==> config.mk <==
export PLATFORM = sky130hd
export DESIGN_NAME = prio_irq_ctrl
export DESIGN_NICKNAME = d
export VERILOG_FILES = /design/src/rtl/prio_irq_pkg.sv /design/src/rtl/prio_irq_pend_bank.sv /design/src/rtl/prio_irq_arbiter.sv /design/src/rtl/prio_irq_nest.sv /design/src/rtl/prio_irq_vec_issue.sv /design/src/rtl/prio_irq_ctrl.sv
export SDC_FILE = /design/constraint.sdc
export NUM_CORES = 1
export LEC_CHECK = 0
export BUFFER_PORTS_ARGS = -buffer_cell sky130_fd_sc_hd__buf_2
export CAP_MARGIN = 20
export CORE_MARGIN = 2
export CORE_UTILIZATION = 42
export DETAILED_ROUTE_END_ITERATION = 16
export PLACE_DENSITY = 0.87
export SYNTH_ARGS = -nofsm -noshare
export SYNTH_HDL_FRONTEND = slang
export SYNTH_SLANG_ARGS = --single-unit
==> constraint.sdc <==
create_clock -name clk -period 1.5 [get_ports clk]
set_input_delay 0.15 -clock clk [delete_from_list [all_inputs] [get_ports clk]]
set_output_delay 0.15 -clock clk [all_outputs]
set_load 0.03 [all_outputs]
==> src/rtl/prio_irq_pkg.sv <==
package prio_irq_pkg;

    localparam int ADDR_W = 16;
    localparam int IDX_W  = 8;

    typedef enum logic {
        LVL_LO = 1'b0,
        LVL_HI = 1'b1
    } irq_lvl_e;

    typedef struct packed {
        logic             valid;
        irq_lvl_e         lvl;
        logic [IDX_W-1:0] idx;
    } irq_pick_t;

    typedef struct packed {
        logic hi;
        logic lo;
    } irq_insv_t;

    function automatic logic [ADDR_W-1:0] irq_vec_addr(
        input logic [ADDR_W-1:0] base,
        input int unsigned       shift,
        input logic [IDX_W-1:0]  idx
    );
        return base + (ADDR_W'(idx) << shift);
    endfunction

endpackage

==> src/rtl/prio_irq_pend_bank.sv <==
module prio_irq_pend_bank #(
    parameter int              NSRC    = 8,
    parameter logic [NSRC-1:0] AUTOCLR = '0
) (
    input  logic            clk,
    input  logic            rst,
    input  logic [NSRC-1:0] hw_evt,
    input  logic [NSRC-1:0] sw_set,
    input  logic [NSRC-1:0] sw_clr,
    input  logic [NSRC-1:0] ack_clr,
    output logic [NSRC-1:0] pend
);

    for (genvar i = 0; i < NSRC; i++) begin : g_flag
        logic set_i;
        logic clr_i;

        assign set_i = hw_evt[i] | sw_set[i];

        if (AUTOCLR[i]) begin : g_auto
            assign clr_i = sw_clr[i] | ack_clr[i];

            // an acknowledged auto-clear source drops its flag
            p_autoclr_r9: assert property (@(posedge clk) disable iff (rst)
                (ack_clr[i] && !set_i) |=> !pend[i]);
        end else begin : g_keep
            assign clr_i = sw_clr[i];
        end

        always_ff @(posedge clk) begin
            if (rst) pend[i] <= 1'b0;
            else     pend[i] <= set_i | (pend[i] & ~clr_i);
        end

        // an event always lands in the flag
        p_evt_sets_r1: assert property (@(posedge clk) disable iff (rst)
            hw_evt[i] |=> pend[i]);
    end

endmodule

==> src/rtl/prio_irq_arbiter.sv <==
module prio_irq_arbiter
    import prio_irq_pkg::*;
#(
    parameter int NSRC = 8
) (
    input  logic            clk,
    input  logic            rst,
    input  logic [NSRC-1:0] pend,
    input  logic [NSRC-1:0] src_en,
    input  logic [NSRC-1:0] src_prio,
    input  logic            glob_en,
    input  irq_insv_t       insv,
    input  logic            hold,
    output irq_pick_t       pick
);

    logic [NSRC-1:0]  elig;
    logic [NSRC-1:0]  hi_cand;
    logic [NSRC-1:0]  lo_cand;
    logic             allow_hi;
    logic             allow_lo;
    logic             hi_hit;
    logic             lo_hit;
    logic [IDX_W-1:0] hi_idx;
    logic [IDX_W-1:0] lo_idx;
    irq_pick_t        pick_d;

    assign elig     = pend & src_en & {NSRC{glob_en}};
    assign hi_cand  = elig & src_prio;
    assign lo_cand  = elig & ~src_prio;
    assign allow_hi = ~insv.hi;
    assign allow_lo = ~insv.hi & ~insv.lo;

    always_comb begin
        hi_hit = 1'b0;
        lo_hit = 1'b0;
        hi_idx = '0;
        lo_idx = '0;
        for (int i = NSRC - 1; i >= 0; i--) begin
            if (hi_cand[i]) begin
                hi_hit = 1'b1;
                hi_idx = IDX_W'(i);
            end
            if (lo_cand[i]) begin
                lo_hit = 1'b1;
                lo_idx = IDX_W'(i);
            end
        end
    end

    always_comb begin
        pick_d = '0;
        if (hi_hit && allow_hi) begin
            pick_d.valid = 1'b1;
            pick_d.lvl   = LVL_HI;
            pick_d.idx   = hi_idx;
        end else if (lo_hit && allow_lo) begin
            pick_d.valid = 1'b1;
            pick_d.lvl   = LVL_LO;
            pick_d.idx   = lo_idx;
        end
    end

    always_ff @(posedge clk) begin
        if (rst || hold) pick <= '0;
        else             pick <= pick_d;
    end

    // nothing is picked while a high-level handler runs
    p_no_pick_in_hi_r4: assert property (@(posedge clk) disable iff (rst)
        (insv.hi && !hold) |=> !pick.valid);

    // a pick needs the global enable one cycle earlier
    p_glob_mask_r2: assert property (@(posedge clk) disable iff (rst)
        (!glob_en) |=> !pick.valid);

endmodule

==> src/rtl/prio_irq_nest.sv <==
module prio_irq_nest
    import prio_irq_pkg::*;
(
    input  logic      clk,
    input  logic      rst,
    input  logic      take,
    input  irq_lvl_e  take_lvl,
    input  logic      ret,
    output irq_insv_t insv
);

    always_ff @(posedge clk) begin
        if (rst) begin
            insv <= '0;
        end else begin
            if (ret) begin
                if (insv.hi) insv.hi <= 1'b0;
                else         insv.lo <= 1'b0;
            end
            if (take) begin
                if (take_lvl == LVL_HI) insv.hi <= 1'b1;
                else                    insv.lo <= 1'b1;
            end
        end
    end

    // a return ends the high level first
    p_ret_hi_first_r10: assert property (@(posedge clk) disable iff (rst)
        (ret && !take && insv.hi) |=> (!insv.hi && insv.lo == $past(insv.lo)));

    // acknowledge marks the taken level
    p_take_marks_r10: assert property (@(posedge clk) disable iff (rst)
        take |=> (insv.hi || insv.lo));

endmodule

==> src/rtl/prio_irq_vec_issue.sv <==
module prio_irq_vec_issue
    import prio_irq_pkg::*;
#(
    parameter logic [ADDR_W-1:0] VEC_BASE  = 16'h0003,
    parameter int unsigned       VEC_SHIFT = 3
) (
    input  logic              clk,
    input  logic              rst,
    input  irq_pick_t         pick,
    input  logic              insn_done,
    input  logic              reti_done,
    input  logic              vec_ack,
    input  irq_insv_t         insv,
    output logic              vec_req,
    output logic [ADDR_W-1:0] vec_addr,
    output logic [IDX_W-1:0]  vec_idx,
    output irq_lvl_e          vec_lvl,
    output logic              take
);

    logic boundary_ok;

    assign boundary_ok = insn_done & ~reti_done;
    assign take        = vec_req & vec_ack;
    assign vec_addr    = irq_vec_addr(VEC_BASE, VEC_SHIFT, vec_idx);

    always_ff @(posedge clk) begin
        if (rst) begin
            vec_req <= 1'b0;
            vec_idx <= '0;
            vec_lvl <= LVL_LO;
        end else if (take) begin
            vec_req <= 1'b0;
        end else if (!vec_req && pick.valid && boundary_ok) begin
            vec_req <= 1'b1;
            vec_idx <= pick.idx;
            vec_lvl <= pick.lvl;
        end
    end

    // a request starts only at a plain instruction boundary
    p_gate_r8: assert property (@(posedge clk) disable iff (rst)
        $rose(vec_req) |-> ($past(insn_done) && !$past(reti_done)));

    // the request and its address hold until acknowledged
    p_hold_r7: assert property (@(posedge clk) disable iff (rst)
        (vec_req && !vec_ack) |=> (vec_req && $stable(vec_addr)));

    // acknowledge retires the request
    p_ack_drop_r7: assert property (@(posedge clk) disable iff (rst)
        take |=> !vec_req);

    // no new request was decided while a high handler ran
    p_no_hi_preempt_r4: assert property (@(posedge clk) disable iff (rst)
        $rose(vec_req) |-> !$past(insv.hi, 2));

endmodule

==> src/rtl/prio_irq_ctrl.sv <==
module prio_irq_ctrl
    import prio_irq_pkg::*;
#(
    parameter int                NSRC      = 8,
    parameter logic [NSRC-1:0]   AUTOCLR   = 8'b0000_0011,
    parameter logic [ADDR_W-1:0] VEC_BASE  = 16'h0003,
    parameter int unsigned       VEC_SHIFT = 3
) (
    input  logic              clk,
    input  logic              rst,
    input  logic [NSRC-1:0]   hw_evt,
    input  logic [NSRC-1:0]   sw_set,
    input  logic [NSRC-1:0]   sw_clr,
    input  logic              glob_en,
    input  logic [NSRC-1:0]   src_en,
    input  logic [NSRC-1:0]   src_prio,
    input  logic              insn_done,
    input  logic              reti_done,
    input  logic              vec_ack,
    output logic              vec_req,
    output logic [ADDR_W-1:0] vec_addr,
    output logic [NSRC-1:0]   pend,
    output logic              insv_lo,
    output logic              insv_hi
);

    irq_pick_t        pick;
    irq_insv_t        insv;
    irq_lvl_e         vec_lvl;
    logic [IDX_W-1:0] vec_idx;
    logic             take;
    logic [NSRC-1:0]  ack_clr;

    for (genvar i = 0; i < NSRC; i++) begin : g_dec
        assign ack_clr[i] = take && (vec_idx == IDX_W'(i));
    end

    prio_irq_pend_bank #(
        .NSRC    (NSRC),
        .AUTOCLR (AUTOCLR)
    ) u_pend (
        .clk     (clk),
        .rst     (rst),
        .hw_evt  (hw_evt),
        .sw_set  (sw_set),
        .sw_clr  (sw_clr),
        .ack_clr (ack_clr),
        .pend    (pend)
    );

    prio_irq_arbiter #(
        .NSRC (NSRC)
    ) u_arb (
        .clk      (clk),
        .rst      (rst),
        .pend     (pend),
        .src_en   (src_en),
        .src_prio (src_prio),
        .glob_en  (glob_en),
        .insv     (insv),
        .hold     (vec_req),
        .pick     (pick)
    );

    prio_irq_vec_issue #(
        .VEC_BASE  (VEC_BASE),
        .VEC_SHIFT (VEC_SHIFT)
    ) u_issue (
        .clk       (clk),
        .rst       (rst),
        .pick      (pick),
        .insn_done (insn_done),
        .reti_done (reti_done),
        .vec_ack   (vec_ack),
        .insv      (insv),
        .vec_req   (vec_req),
        .vec_addr  (vec_addr),
        .vec_idx   (vec_idx),
        .vec_lvl   (vec_lvl),
        .take      (take)
    );

    prio_irq_nest u_nest (
        .clk      (clk),
        .rst      (rst),
        .take     (take),
        .take_lvl (vec_lvl),
        .ret      (reti_done),
        .insv     (insv)
    );

    assign insv_lo = insv.lo;
    assign insv_hi = insv.hi;

    // everything idle right after reset
    p_reset_idle_r11: assert property (@(posedge clk)
        $past(rst) |-> (!vec_req && !insv_lo && !insv_hi && pend == '0));

endmodule

Word-level counts from Yosys, hierarchy flattened --
Index checks and enable logic that the tools add are counted. Widths: inputs -> output; s select.
Operators by class: add/subtract/negate cells 1, eq/ne operators 1, muxes and demuxes 39, bitwise logic cells 46, reductions and logical operators 11
Operators with widths (number):
- $mux 3 | 16
- $and 8x8->8 | 4
- $mux 10 | 2
- $mux 1 | 19
- $or 1x1->1 | 18
- $add 2x11->12 const A | 1
- $not 1->1 | 12
- $and 1x1->1 | 11
- $eq 8x1->1 const B | 1
- $logic_not 8->1 | 1
- $not 8->8 | 1
- $logic_and 1x1->1 | 6
- $mux 2 | 2
- $reduce_and 2->1 | 1
- $reduce_or 2->1 | 1
- $logic_not 1->1 | 1
- $logic_or 1x1->1 | 1
Word-level totals: register bits 30

Longest topological paths before layout --
depth in word-level cells 14, mapped depth 5, mapped depth without buffers 4

Cells and area by module --
From an unflattened synthesis, not the netlist that was laid out.
Unflattened totals: cells, all modules 188, area, all modules 1636.6 um2
By module, submodules not included:
- prio_irq_vec_issue | times used 1, cells an instance 62, area an instance 590.6 um2, sequential area each 200.2 um2
- prio_irq_arbiter | times used 1, cells an instance 69, area an instance 571.8 um2, sequential area each 100.1 um2
- prio_irq_pend_bank | times used 1, cells an instance 33, area an instance 296.5 um2, sequential area each 160.2 um2
- prio_irq_ctrl | times used 1, cells an instance 15, area an instance 97.6 um2, sequential area each 0.0 um2
- prio_irq_nest | times used 1, cells an instance 9, area an instance 80.1 um2, sequential area each 40.0 um2

Worst setup path after synthesis --
Ideal clock, no wire load.
path kind reg-to-reg, start point reg u_issue.vec_req, end point reg u_arb.pick[0] (netlist name), arrival 1.292 ns, data required time 1.425 ns, path slack 0.133 ns, cell stages (with the launch flop) 5, buffers on the path 0, period minus slack after synthesis 1.367 ns, cells stage by stage dfxtp_1 -> or3_4 -> nor3_2 -> o2111ai_1 -> o22ai_1
Between the ends: longest elaborated chain between the ends 1
Ends and longest elaborated chain:
- from (decl) | RTL line prio_irq_vec_issue.sv:14 | output logic vec_req,
- from (signal assigned) | RTL line prio_irq_vec_issue.sv:29 | vec_req <= 1'b0;
- from (signal assigned) | RTL line prio_irq_vec_issue.sv:33 | vec_req <= 1'b0;
- from (signal assigned) | RTL line prio_irq_vec_issue.sv:35 | vec_req <= 1'b1;
- $logic_or 1x1->1 | RTL line prio_irq_arbiter.sv:65 | if (rst || hold) pick <= '0;
No other way between the ends. A chain may end at the register's enable or synchronous reset.

Final worst setup path --
start point reg u_issue.vec_req, end point reg u_arb.pick[1] (netlist name)
Between the ends: longest elaborated chain between the ends 1
Ends and longest elaborated chain (RTL line):
- $logic_or 1x1->1 | prio_irq_arbiter.sv:65
No other way between the ends.

==> flow_summary.yaml <==
timing:
  grt_setup_unrepaired: "false"
  tns_ps: 0
  drv_slew: 0
  hold_viol_final: 0
  max_freq_ghz: 0.699
  fin_crit_ps: 1430
  fin_worst_skew_ps: 4.15
  period_share_pct: 95.4
  setup_viol: 0
run_status:
  status: "complete, no violations"
route:
  avgRoutedWirePerCell_um: 11.6
  viasPerCell: 5.25
  wirelength_um: 2690
  dr.pass1.iters: 4
  drtIter0Drc: 20
  vias: 1218
  ant_nets: 0
  drc: 0
flow_run:
  max_cap_viol_count: 0
cts:
  hold_buffers: 0
  cts_tree: "done"
  root_buffer: "clkbuf_4"
  clock-sinks: 20
  clockBufferDepth: 2
  cts_buffers: 3
  htree_levels: 1
  clk_pin_slew_ps: 110
  post-cts-setup-buffers: 0
  cts_resized: 0
  insertion_delay_ps: 300
logic_synthesis:
  yosysWarnings: 0
  synth_top_family_by_area: "simple AND/OR/NAND/NOR gates"
  synth_compound_area_share_pct: 14.7
  netlist_area_sq_um: 1170
  synthAdderAreaFrac_pct: 0
  synthMuxAreaShare_pct: 3.42
  yosys.cell_types.count: 34
  yosys.area_share.simple_pct: 34.5
  synthCells: 143
  synth_seq_cells: 20
  synthXorXnorAreaFrac_pct: 0
  syn_avg_cell_area_sq_um: 8.18
  ys_seq_area_share_pct: 34.2
placed_design:
  place_inst: 228
  hpwl_um: 2150
  placedInstanceArea_sq_um: 1430
  gp_congestion: 0.796
  portBuffers: 59
worst_setup_path:
  r2r_end: "u_arb.pick[1]"
  r2r-start: "u_issue.vec_req"
  path_max_fanout: 7
  crit_required_ps: 1720
  r2r_cells: 4
  critPathKind: "flop to flop"
  worstPathArrival_ps: 1650
  start_kind: "flop"
  endpoint_kind: "flop"
  r2r_setup_slack_ps: 70
floorplan:
  die_area_sq_um: 3220
  initial_utilization_pct: 43.2
  die_h_um: 56.8
  io_pins: 73
  die_w_um: 56.8
  core-area_sq_um: 2710
  rows: 19
grt:
  grt_max_degree: 22
  grt_pass1_vias: 1114
  antenna_found_initial: 0
  grt_use_total_pct: 16.5
  grt_pass1_wl_um: 4310
  grt_overflow: 0
min_path:
  hold_depth: 3
  min_to: "u_pend.pend[3]"
  hold_path_class: "input pin to flop"
  hp-start: "hw_evt[3]"
power_and_ir_drop:
  ir_drop_mv: 0.532
  total_leakage_power_nw: 0.719
  powerDensity_nw_per_um2: 802
layout:
  syn_to_final_growth_pct: 25.6
  final_cell_mix: "59 x buf_2, 20 x dfxtp_1, 17 x nor2_1, 13 x a21oi_1, 13 x conb_1"
  final_common_cell: "buf_2"
  fillerInstances: 288
  antenna_cells: 0
  drive_gt1_share_pct: 33.8
  fin_nets: 248
  fin_area_sq_um: 1470
  instances_no_fill: 232
## power breakdown
| part | switching [mW] | internal, mW | leakage [nW] |
|---|---|---|---|
| clock | 0.165 | 0.148 | 0.0210 |
| sequential | 0.0230 | 0.561 | 0.165 |
| combinational | 0.170 | 0.110 | 0.533 |
## layer usage
| layer | routed length (um) | GRT usage (%) |
|---|---|---|
| met1 | 1170 | 18.4 |
| met2 | 1290 | 30.7 |
| met3 | 205 | 4.15 |
| met4 | 21 | 4.65 |
| met5 | 0 | 0 |
## stage by stage
step | hold WS (ps) | setup slack (ps) | util, % | total power [mW]
after floorplan | 300 | 133 | - | 0.800
after global placement | 390 | 193 | 52.9 | 0.870
after detailed placement | 397 | 136 | 52.9 | 0.875
after CTS | 82.6 | 109 | 54.2 | 1.18
after global routing | 99.5 | 16.6 | 54.2 | 1.24
final | 82.8 | 68.5 | 54.2 | 1.18
## cell usage after synthesis
master,instances,area [sq um]
nand2_1,6,22.5
a211o_1,1,8.76
nor2b_1,1,6.26
o31ai_1,1,7.51
or3_4,1,11.3
or2_2,1,6.26
dfxtp_1,20,400
a221oi_1,1,8.76
mux2i_1,4,40.0
a32oi_1,1,8.76
buf_2,3,15.0
and4b_1,4,40.0
o2111ai_1,1,8.76
a21oi_1,13,65.1
and4_1,4,35.0
o21ai_0,6,30.0
nand2b_1,6,37.5
and3_1,1,6.26
o22ai_1,2,12.5
nor2_1,17,63.8
nand4b_1,7,61.3
inv_1,5,18.8
buf_4,13,97.6
nand4bb_1,1,11.3
a31oi_1,2,12.5
nand4_1,10,62.6
nor3_1,2,10.0
nand3_1,2,10.0
o41ai_1,1,8.76
nor4bb_1,1,10.0
conb_1,2,7.51
nor3_2,1,10.0
buf_6,1,11.3
clkbuf_1,1,3.75
## state kept, by name (all words and copies together) (netlist names)
name	cells
u_pend.pend	8
u_issue.vec_req	1
u_issue.vec_lvl	1
u_nest.insv	2
u_arb.pick	5
u_issue.vec_idx	3
## how the worst max path moves through the flow
stage	startpoint	end
global route	u_issue.vec_req	u_arb.pick[0]
detailed placement	u_issue.vec_req	u_arb.pick[0]
CTS	u_issue.vec_req	u_arb.pick[0]
floorplan	u_issue.vec_req	u_arb.pick[0]
finish	u_issue.vec_req	u_arb.pick[1]
global placement	glob_en	u_arb.pick[1]
## logic make-up after synthesis
family                 Yosys count
DFF                             20
AOI/OAI and AO/OA               29
buffers and inverters           23
muxes                            4
and+or+nand+nor                 65
other                            2
## critical path: stages, from the launching register on
cell and delay (ps):
dfxtp_1 380, or3_4 420, nor3_2 230, o2111ai_1 170
o22ai_1 160
## final cells by class
| class | instances | area [sq um] | area share (%) |
|---|---|---|---|
| multi-input combinational | 111 | 664 | 45.2 |
| timing repair buffer | 61 | 310 | 21.1 |
| clock buffer | 4 | 36.3 | 2.47 |
| sequential | 20 | 400 | 27.3 |
| inverter | 5 | 18.8 | 1.28 |
| tap | 31 | 38.8 | 2.64 |
(Power assumes the default switching activity.)
